<file path="src/rtl/pcs_pkg.sv">
package pcs_pkg;

    // Operation chosen for the next rising edge, in priority order.
    typedef enum logic [1:0] {
        OP_HOLD  = 2'd0,
        OP_COUNT = 2'd1,
        OP_LOAD  = 2'd2
    } pcs_op_e;

    localparam int unsigned PCS_SYNC_STAGES_DEF = 2;

endpackage

</file>
<file path="src/rtl/pcs_clr_sync.sv">
// Clear conditioner: asserts together with the pin, releases after STAGES edges.
module pcs_clr_sync #(
    parameter int unsigned STAGES = 2
) (
    input  logic clk,
    input  logic clr_n,
    output logic clr_int_n
);
    localparam int unsigned LAST = STAGES - 1;

    typedef struct packed {
        logic [STAGES-1:0] chain;
    } sync_t;

    sync_t sync_d, sync_q;

    always_comb begin
        sync_d = sync_q;
        sync_d.chain[0] = 1'b1;
        for (int i = 1; i < STAGES; i++) begin
            sync_d.chain[i] = sync_q.chain[i-1];
        end
    end

    always_ff @(posedge clk or negedge clr_n) begin
        if (!clr_n) begin
            sync_q <= '0;
        end else begin
            sync_q <= sync_d;
        end
    end

    assign clr_int_n = sync_q.chain[LAST];

endmodule

</file>
<file path="src/rtl/pcs_mode_dec.sv">
// Priority decode of the control pins: load wins over both enables.
module pcs_mode_dec
    import pcs_pkg::*;
(
    input  logic    load_n,
    input  logic    en_par,
    input  logic    en_trk,
    output pcs_op_e op
);
    always_comb begin
        if (!load_n) begin
            op = OP_LOAD;
        end else if (en_par && en_trk) begin
            op = OP_COUNT;
        end else begin
            op = OP_HOLD;
        end
    end
endmodule

</file>
<file path="src/rtl/pcs_carry_chain.sv">
// Look-ahead terms: toggle enables for each bit and the gated carry out.
module pcs_carry_chain #(
    parameter int unsigned WIDTH = 4
) (
    input  logic [WIDTH-1:0] cnt,
    input  logic             en_trk,
    output logic [WIDTH-1:0] tgl,
    output logic             carry
);
    logic [WIDTH:0] ones_pre;
    logic [WIDTH:0] trk_pre;

    assign ones_pre[0] = 1'b1;
    assign trk_pre[0]  = en_trk;

    for (genvar g = 0; g < WIDTH; g++) begin : g_bit
        assign tgl[g]        = ones_pre[g];
        assign ones_pre[g+1] = ones_pre[g] & cnt[g];
        assign trk_pre[g+1]  = trk_pre[g] & cnt[g];
    end

    assign carry = trk_pre[WIDTH];

endmodule

</file>
<file path="src/rtl/pcs_counter_stage.sv">
module pcs_counter_stage
    import pcs_pkg::*;
#(
    parameter int unsigned WIDTH       = 4,
    parameter int unsigned SYNC_STAGES = PCS_SYNC_STAGES_DEF
) (
    input  logic             clk,
    input  logic             clr_n,
    input  logic             load_n,
    input  logic [WIDTH-1:0] din,
    input  logic             en_par,
    input  logic             en_trk,
    output logic [WIDTH-1:0] count,
    output logic             carry
);
    typedef struct packed {
        logic [WIDTH-1:0] cnt;
    } stage_t;

    stage_t           st_d, st_q;
    pcs_op_e          op;
    logic [WIDTH-1:0] tgl;
    logic             clr_int_n;

    pcs_clr_sync #(.STAGES(SYNC_STAGES)) u_clr (
        .clk       (clk),
        .clr_n     (clr_n),
        .clr_int_n (clr_int_n)
    );

    pcs_mode_dec u_dec (
        .load_n (load_n),
        .en_par (en_par),
        .en_trk (en_trk),
        .op     (op)
    );

    pcs_carry_chain #(.WIDTH(WIDTH)) u_chain (
        .cnt    (st_q.cnt),
        .en_trk (en_trk),
        .tgl    (tgl),
        .carry  (carry)
    );

    always_comb begin
        st_d = st_q;
        case (op)
            OP_LOAD:  st_d.cnt = din;
            OP_COUNT: st_d.cnt = st_q.cnt ^ tgl;
            default:  st_d.cnt = st_q.cnt;
        endcase
    end

    always_ff @(posedge clk or negedge clr_int_n) begin
        if (!clr_int_n) begin
            st_q <= '0;
        end else begin
            st_q <= st_d;
        end
    end

    assign count = st_q.cnt;

endmodule

</file>
<file path="config.mk">
export PLATFORM = sky130hd
export DESIGN_NAME = pcs_counter_stage
export DESIGN_NICKNAME = d
export VERILOG_FILES = /design/src/rtl/pcs_pkg.sv /design/src/rtl/pcs_clr_sync.sv /design/src/rtl/pcs_mode_dec.sv /design/src/rtl/pcs_carry_chain.sv /design/src/rtl/pcs_counter_stage.sv
export SDC_FILE = /design/constraint.sdc
export NUM_CORES = 1
export LEC_CHECK = 0
export BUFFER_PORTS_ARGS = -buffer_cell sky130_fd_sc_hd__buf_2
export CAP_MARGIN = 20
export CORE_AREA = 2 2 39 41
export CTS_CLUSTER_SIZE = 30
export DETAILED_ROUTE_END_ITERATION = 12
export DIE_AREA = 0 0 41 43
export GPL_TIMING_DRIVEN = 0
export PLACE_DENSITY = 0.43
export SETUP_SLACK_MARGIN = 0.02
export SLEW_MARGIN = 30
export SYNTH_ARGS = -nofsm -noshare
export SYNTH_HDL_FRONTEND = slang
export SYNTH_SLANG_ARGS = --single-unit
</file>
<file path="constraint.sdc">
create_clock -name clk -period 1.3 [get_ports clk]
set_clock_uncertainty 0.15 [all_clocks]
set_input_delay 0.065 -clock clk [delete_from_list [all_inputs] [get_ports clk]]
set_output_delay 0.065 -clock clk [all_outputs]
set_load 0.01 [all_outputs]
</file>
==> flow_summary_export.csv, run 1 <==
group,metric,value,unit
outcome,status,"finished, final reports clean",
hold_path,hold_end,"count[3]",
setup_path,crit_family,"flip-flops",
clock_network,cts.path.max_buffers,2,
logic_synthesis,ys_ff_latch,6,
logic_synthesis,synth_top_area_cell,"dfrtp_1",
setup_path,reg2reg_slack,0.02,ns
setup_path,end_kind,"register",
logic_synthesis,synth_adder_area_share,8.93,%
cells_and_area,post-route-util,36.0,%
clock_network,clk_pin_slew,0.04,ns
logic_synthesis,synth_top_family_by_area,"simple AND/OR/NAND/NOR gates",
setup_path,crit_chain,"ha_2, ha_4, nand3_2, xor2_1, a21oi_1",
cells_and_area,fin_cells,68,
timing,hold_viol_final,0,
logic_synthesis,syn-cell-area,280,um2
routing,vias,273,
grt,grt_max_degree,9,
timing,fin_crit,1.28,ns
floorplanning,die_h,43,um
clock_network,htree_num_levels,1,
setup_path,timing.rr.end,"count[3]",
timing,setup_viol,0,
setup_path,arrival,1.25,ns
logic_synthesis,yosysSeqAreaShare,53.6,%
power,p_leak,0.000238,uW
floorplanning,die-width,41,um
placed_design,gp_congestion,0.532,
placed_design,placed_cells,55,
hold_path,hp-class,"primary input to register",
placed_design,portBuffers,12,
logic_synthesis,synth.area.top_cells,"dfrtp_1 (54%), ha_1 (8.9%), a21oi_1 (7.1%)",
hold_path,min_from,"en_par",
setup_path,crit_type,"register to register",
setup_path,rr_startpoint,"count[0]",
setup_path,slowest_delay,0.37,ns
cells_and_area,fin_nets,65,
routing,post_drt_wl_per_cell,8.41,um
timing,tns,0,ns
floorplanning,core_area,1380,um2
clock_network,cts_buffers,3,
routing,drcViolationCount,0,
setup_path,ff2ff_path_depth,5,
setup_path,cp.required,1.27,ns
cells_and_area,area_delta_synth_final,77.7,%
grt,grt-ovfl-total,0,
power,p_per_area,1050,nW/um2
grt,grt_pass1_wl,952,um
logic_synthesis,synthDominantCellAreaShare,53.6,%
logic_synthesis,synth_mux_area_share,7.14,%
cells_and_area,layout_common_cells,"buf_2 (12), dlygate4sd3_1 (8), dfrtp_1 (6)",
routing,first_pass_iters,2,
logic_synthesis,syn_nets,38,
logic_synthesis,synth_compound_area_share,7.14,%
logic_synthesis,synthCells,27,
routing,ant_nets,0,
clock_network,root_buffer,"clkbuf_4",
cells_and_area,drive_gt1_share,42.3,%
run,cap_violations,0,
grt,grt_pass1_vias,262,
floorplanning,num_io_pins,14,
cells_and_area,layout_commonest_cell,"buf_2",
logic_synthesis,synth_cell_types,11,
logic_synthesis,synth-xor-area-share,6.25,%
clock_network,cts_tree,"done",
timing,grt_setup_unrepaired,"yes",
placed_design,placed_area,375,um2
timing,period_share,98.3,%
cells_and_area,antenna_cells,0,
routing,drt-initial-drc-count,4,
power,peakVddDrop,0.000442,V
grt,antenna_found_initial,0,
timing,slew_viol_final,0,
routing,vias_per_cell,4.01,
floorplanning,dieArea,1760,um2
cells_and_area,stdcell_area,498,um2
setup_path,slowest_stage,"dfrtp_1",
routing,finalWirelength,572,um
hold_path,min_delay_path_depth,4,
timing,fmax,783,MHz
setup_path,crit_path_max_fanout,2,
setup_path,worst-path-buf-inv,0,
setup_path,startpoint_type,"register",
clock_network,clock-sinks,6,
clock_network,clkLatencyLatePin,0.24,ns
logic_synthesis,synth_warnings,0,
logic_synthesis,avgSynthCellArea,10.4,um2
floorplanning,rows,14,
logic_synthesis,synthSimpleGateAreaFrac,13.8,%
grt,globalRouteTotalUtil,8.51,%
floorplanning,initial_core_util,20.3,%
## cells by family after synthesis
logic type | Yosys count
mux | 2
other cells | 1
flops | 6
simple gates | 9
fa+ha+maj | 2
xor+xnor | 2
compound gates | 4
buf+inv | 1
## routing by layer
metal  part of all wire, %  vias up  track usage, %
li1                      -      142               -
met4                     0        0            6.00
met2                    53       10            12.8
met5                     0        -               0
met1                    36      121            8.28
met3                    11        0            4.71
## per-stage QoR
| step | hold slack [ns] | setup slack [ns] | total power (uW) |
|---|---|---|---|
| finish | 0.0805 | 0.0223 | 524 |
| global route | 0.109 | -0.0277 | 571 |
| CTS | 0.0953 | 0.0211 | 536 |
| detailed placement | -0.294 | -0.0341 | 328 |
| global placement | -0.300 | -0.0265 | 323 |
| floorplan | -0.381 | -0.0115 | 285 |
## how the worst max path moves through the flow
| stage | depth (start not counted) | startpoint | endpoint |
|---|---|---|---|
| 6_report | 5 | count[0] | count[3] |
| 5_1_grt | 5 | count[0] | count[3] |
| 4_1_cts | 5 | count[0] | count[3] |
| 3_5_place_dp | 5 | count[0] | count[3] |
| 3_3_place_gp | 5 | count[1] | count[3] |
| 2_1_floorplan | 5 | count[1] | count[3] |
## tightest hold or removal path: stages
cell     delay, ns
buf_2         0.11
nand3_2       0.07
xor2_1        0.06
a21oi_1       0.11
## synth_stat cells
library cell / n
ha_1: 2
a21oi_1: 4
dfrtp_1: 6
mux2i_1: 2
xor2_1: 2
nand2_1: 1
nand2_2: 1
nand3_1: 2
nor2_1: 5
conb_1: 1
clkbuf_2: 1
## state kept, by name, indices dropped and copies added, names as in the netlist
register / count
u_clr.sync_q: 2
count: 4
## repair_timing
action                                 in CTS  in global routing
setup endpoints to repair                   2                  3
buffers inserted                            2                  0
endpoints found under the hold margin      10                  0
gates resized for setup                     1                  0
pin swaps                                   3                  1
hold buffers                                8                  0
## power by group
part           total (uW)  switching [uW]  internal (uW)
logic                 135            58.8           75.9
clock network         170            65.3            104
registers             219            13.6            206
total                 524             138            386
## cell type report
cell class              instances  area (um2)
plain buffers                   1        5.00
clock buffers                   3        22.5
fillers                       151         886
multi-input cells              20         145
flip-flops and latches          6         150
well taps                      16        20.0
repair buffers                 22         155
Power figures use the tool's default switching activity.
==> run 2, diff against run 1 <==
--- a/config.mk
+++ b/config.mk
@@ -8,12 +8,14 @@
 export BUFFER_PORTS_ARGS = -buffer_cell sky130_fd_sc_hd__buf_2
 export CAP_MARGIN = 20
 export CORE_AREA = 2 2 39 41
+export CTS_BUF_LIST = sky130_fd_sc_hd__clkbuf_4 sky130_fd_sc_hd__clkbuf_8 sky130_fd_sc_hd__clkbuf_16
 export CTS_CLUSTER_SIZE = 30
 export DETAILED_ROUTE_END_ITERATION = 12
 export DIE_AREA = 0 0 41 43
 export GPL_TIMING_DRIVEN = 0
 export PLACE_DENSITY = 0.43
 export SETUP_SLACK_MARGIN = 0.02
+export SKIP_LAST_GASP = 1
 export SLEW_MARGIN = 30
 export SYNTH_ARGS = -nofsm -noshare
 export SYNTH_HDL_FRONTEND = slang
==> constraint.sdc (replaced) <==
create_clock -name clk -period 1.35 [get_ports clk]
set_clock_uncertainty 0.15 [all_clocks]
set_input_delay 0.0675 -clock clk [delete_from_list [all_inputs] [get_ports clk]]
set_output_delay 0.0675 -clock clk [all_outputs]
set_load 0.01 [all_outputs]
==> flow_summary_export.csv, run 2 (synthesis gave the netlist of run 1 again) <==
group,metric,value,unit
cells_and_area,drive_gt1_share,42.3,%
clock_network,cts.path.max_buffers,2,
placed_design,placed_cells,55,
grt,gr-usage-met2,12.8,%
power,p_per_area,1020,nW/um2
grt,grt_max_degree,9,
power,p_int,373,uW
routing,drcViolationCount,0,
routing,vias,282,
power,p_sw,137,uW
grt,globalRouteTotalUtil,8.11,%
setup_path,crit_type,"register to register",
outcome,status,"finished, final reports clean",
timing,hold_viol_final,0,
power,peakVddDrop,0.000481,V
routing,ant_nets,0,
timing,tns,0,ns
floorplanning,die-width,41,um
placed_design,gp_congestion,0.559,
routing,vias_per_cell,4.15,
routing,drt-initial-drc-count,4,
hold_path,hp-class,"primary input to register",
clock_network,htree_num_levels,1,
routing,first_pass_iters,4,
cells_and_area,fillers,146,
timing,grt_setup_unrepaired,"yes",
grt,grt_pass1_wl,890,um
hold_path,min_delay_path_depth,4,
setup_path,end_kind,"register",
setup_path,cp.required,1.33,ns
cells_and_area,largest_reg_flops,4,
clock_network,clkLatencyLatePin,0.24,ns
power,power_frac_clock,32.6,%
clock_network,cts_tree,"done",
timing,setup_viol,0,
setup_path,ff2ff_path_depth,5,
grt,grt.busiest_layer,"met2",
timing,period_share,94.5,%
cells_and_area,fin_nets,65,
grt,antenna_found_initial,0,
cells_and_area,layout_common_cells,"buf_2 (12), dlygate4sd3_1 (8), dfrtp_1 (6)",
grt,grt-ovfl-total,0,
timing,setup_ws,0.0739,ns
routing,finalWirelength,620,um
placed_design,placed_area,363,um2
floorplanning,die_h,43,um
setup_path,startpoint_type,"register",
timing,holdWs,0.0833,ns
floorplanning,core_area,1380,um2
grt,grt_pass1_vias,233,
routing,post_drt_wl_per_cell,9.12,um
cells_and_area,stdcell_area,498,um2
placed_design,pre_cts_ws,0.0124,ns
cells_and_area,area_delta_synth_final,77.7,%
setup_path,crit_path_max_fanout,2,
setup_path,arrival,1.25,ns
timing,slew_viol_final,0,
clock_network,cts_buffers,3,
power,p_leak,0.000239,uW
cells_and_area,layout_commonest_cell,"buf_2",
placed_design,portBuffers,12,
floorplanning,dieArea,1760,um2
grt,use_met3,6.28,%
cells_and_area,fin_cells,68,
clock_network,root_buffer,"clkbuf_4",
power,comb_power_share,25.8,%
clock_network,clock-sinks,6,
timing,fin_crit,1.28,ns
floorplanning,initial_core_util,20.3,%
power,pwr-share-seq,41.7,%
timing,fmax,784,MHz
clock_network,clk_pin_slew,0.05,ns
floorplanning,num_io_pins,14,
power,switching_share,26.8,%
floorplanning,rows,14,
run,cap_violations,0,
cells_and_area,antenna_cells,0,
grt,met1_usage,6.95,%
run 2: critical path: stages, from the launching register on:
cell	delay, ns
dfrtp_1	0.38
ha_2	0.20
ha_4	0.15
nand3_2	0.06
xor2_1	0.14
a21oi_1	0.08
run 2: power groups by stage:
stage          combinational, uW  clock (uW)  sequential (uW)
2_1_floorplan               43.6           0              224
3_3_place_gp                87.8           0              218
3_5_place_dp                86.8           0              218
4_1_cts                      122         170              209
5_1_grt                      147         190              215
6_report                     132         166              213
run 2: metal layers:
metal | share of wire, % | vias up
li1 | - | 140
met1 | 37 | 132
met2 | 55 | 10
met3 | 8.1 | 0
met4 | 0 | 0
met5 | 0 | -
run 2: layout make-up:
cell class                 count  area, um2  area share (%)
multi-input combinational     20        145            29.1
clock buffer                   3       22.5            4.52
buffer                         1       5.00            1.01
sequential                     6        150            30.2
tap                           16       20.0            4.02
timing repair buffer          22        155            31.2
run 2: metrics by stage:
step / total power (uW) / utilization (%)
after floorplan: 267 / -
after global placement: 306 / 26.2
after detailed placement: 305 / 26.2
after CTS: 501 / 34.7
after global routing: 551 / 36.0
final: 510 / 36.0
run 2: what timing repair did:
action                                  in CTS  in global routing
endpoints found under the hold margin       10                  0
resized for setup                            0                  2
hold buffers                                 8                  0
setup buffers                                2                  0
pin swaps                                    0                  1
endpoints found under the setup margin       2                  2
run 2: worst paths after layout:
kind,slack (ns),end,startpoint
max,0.07,count[3],count[1]
min,0.08,count[3],en_par
max reg2reg,0.07,count[3],count[1]
min reg2reg,0.20,u_clr.sync_q[1],u_clr.sync_q[0]
max in group asynchronous,0.41,u_clr.sync_q[0],clr_n
min in group asynchronous,0.44,count[1],u_clr.sync_q[1]
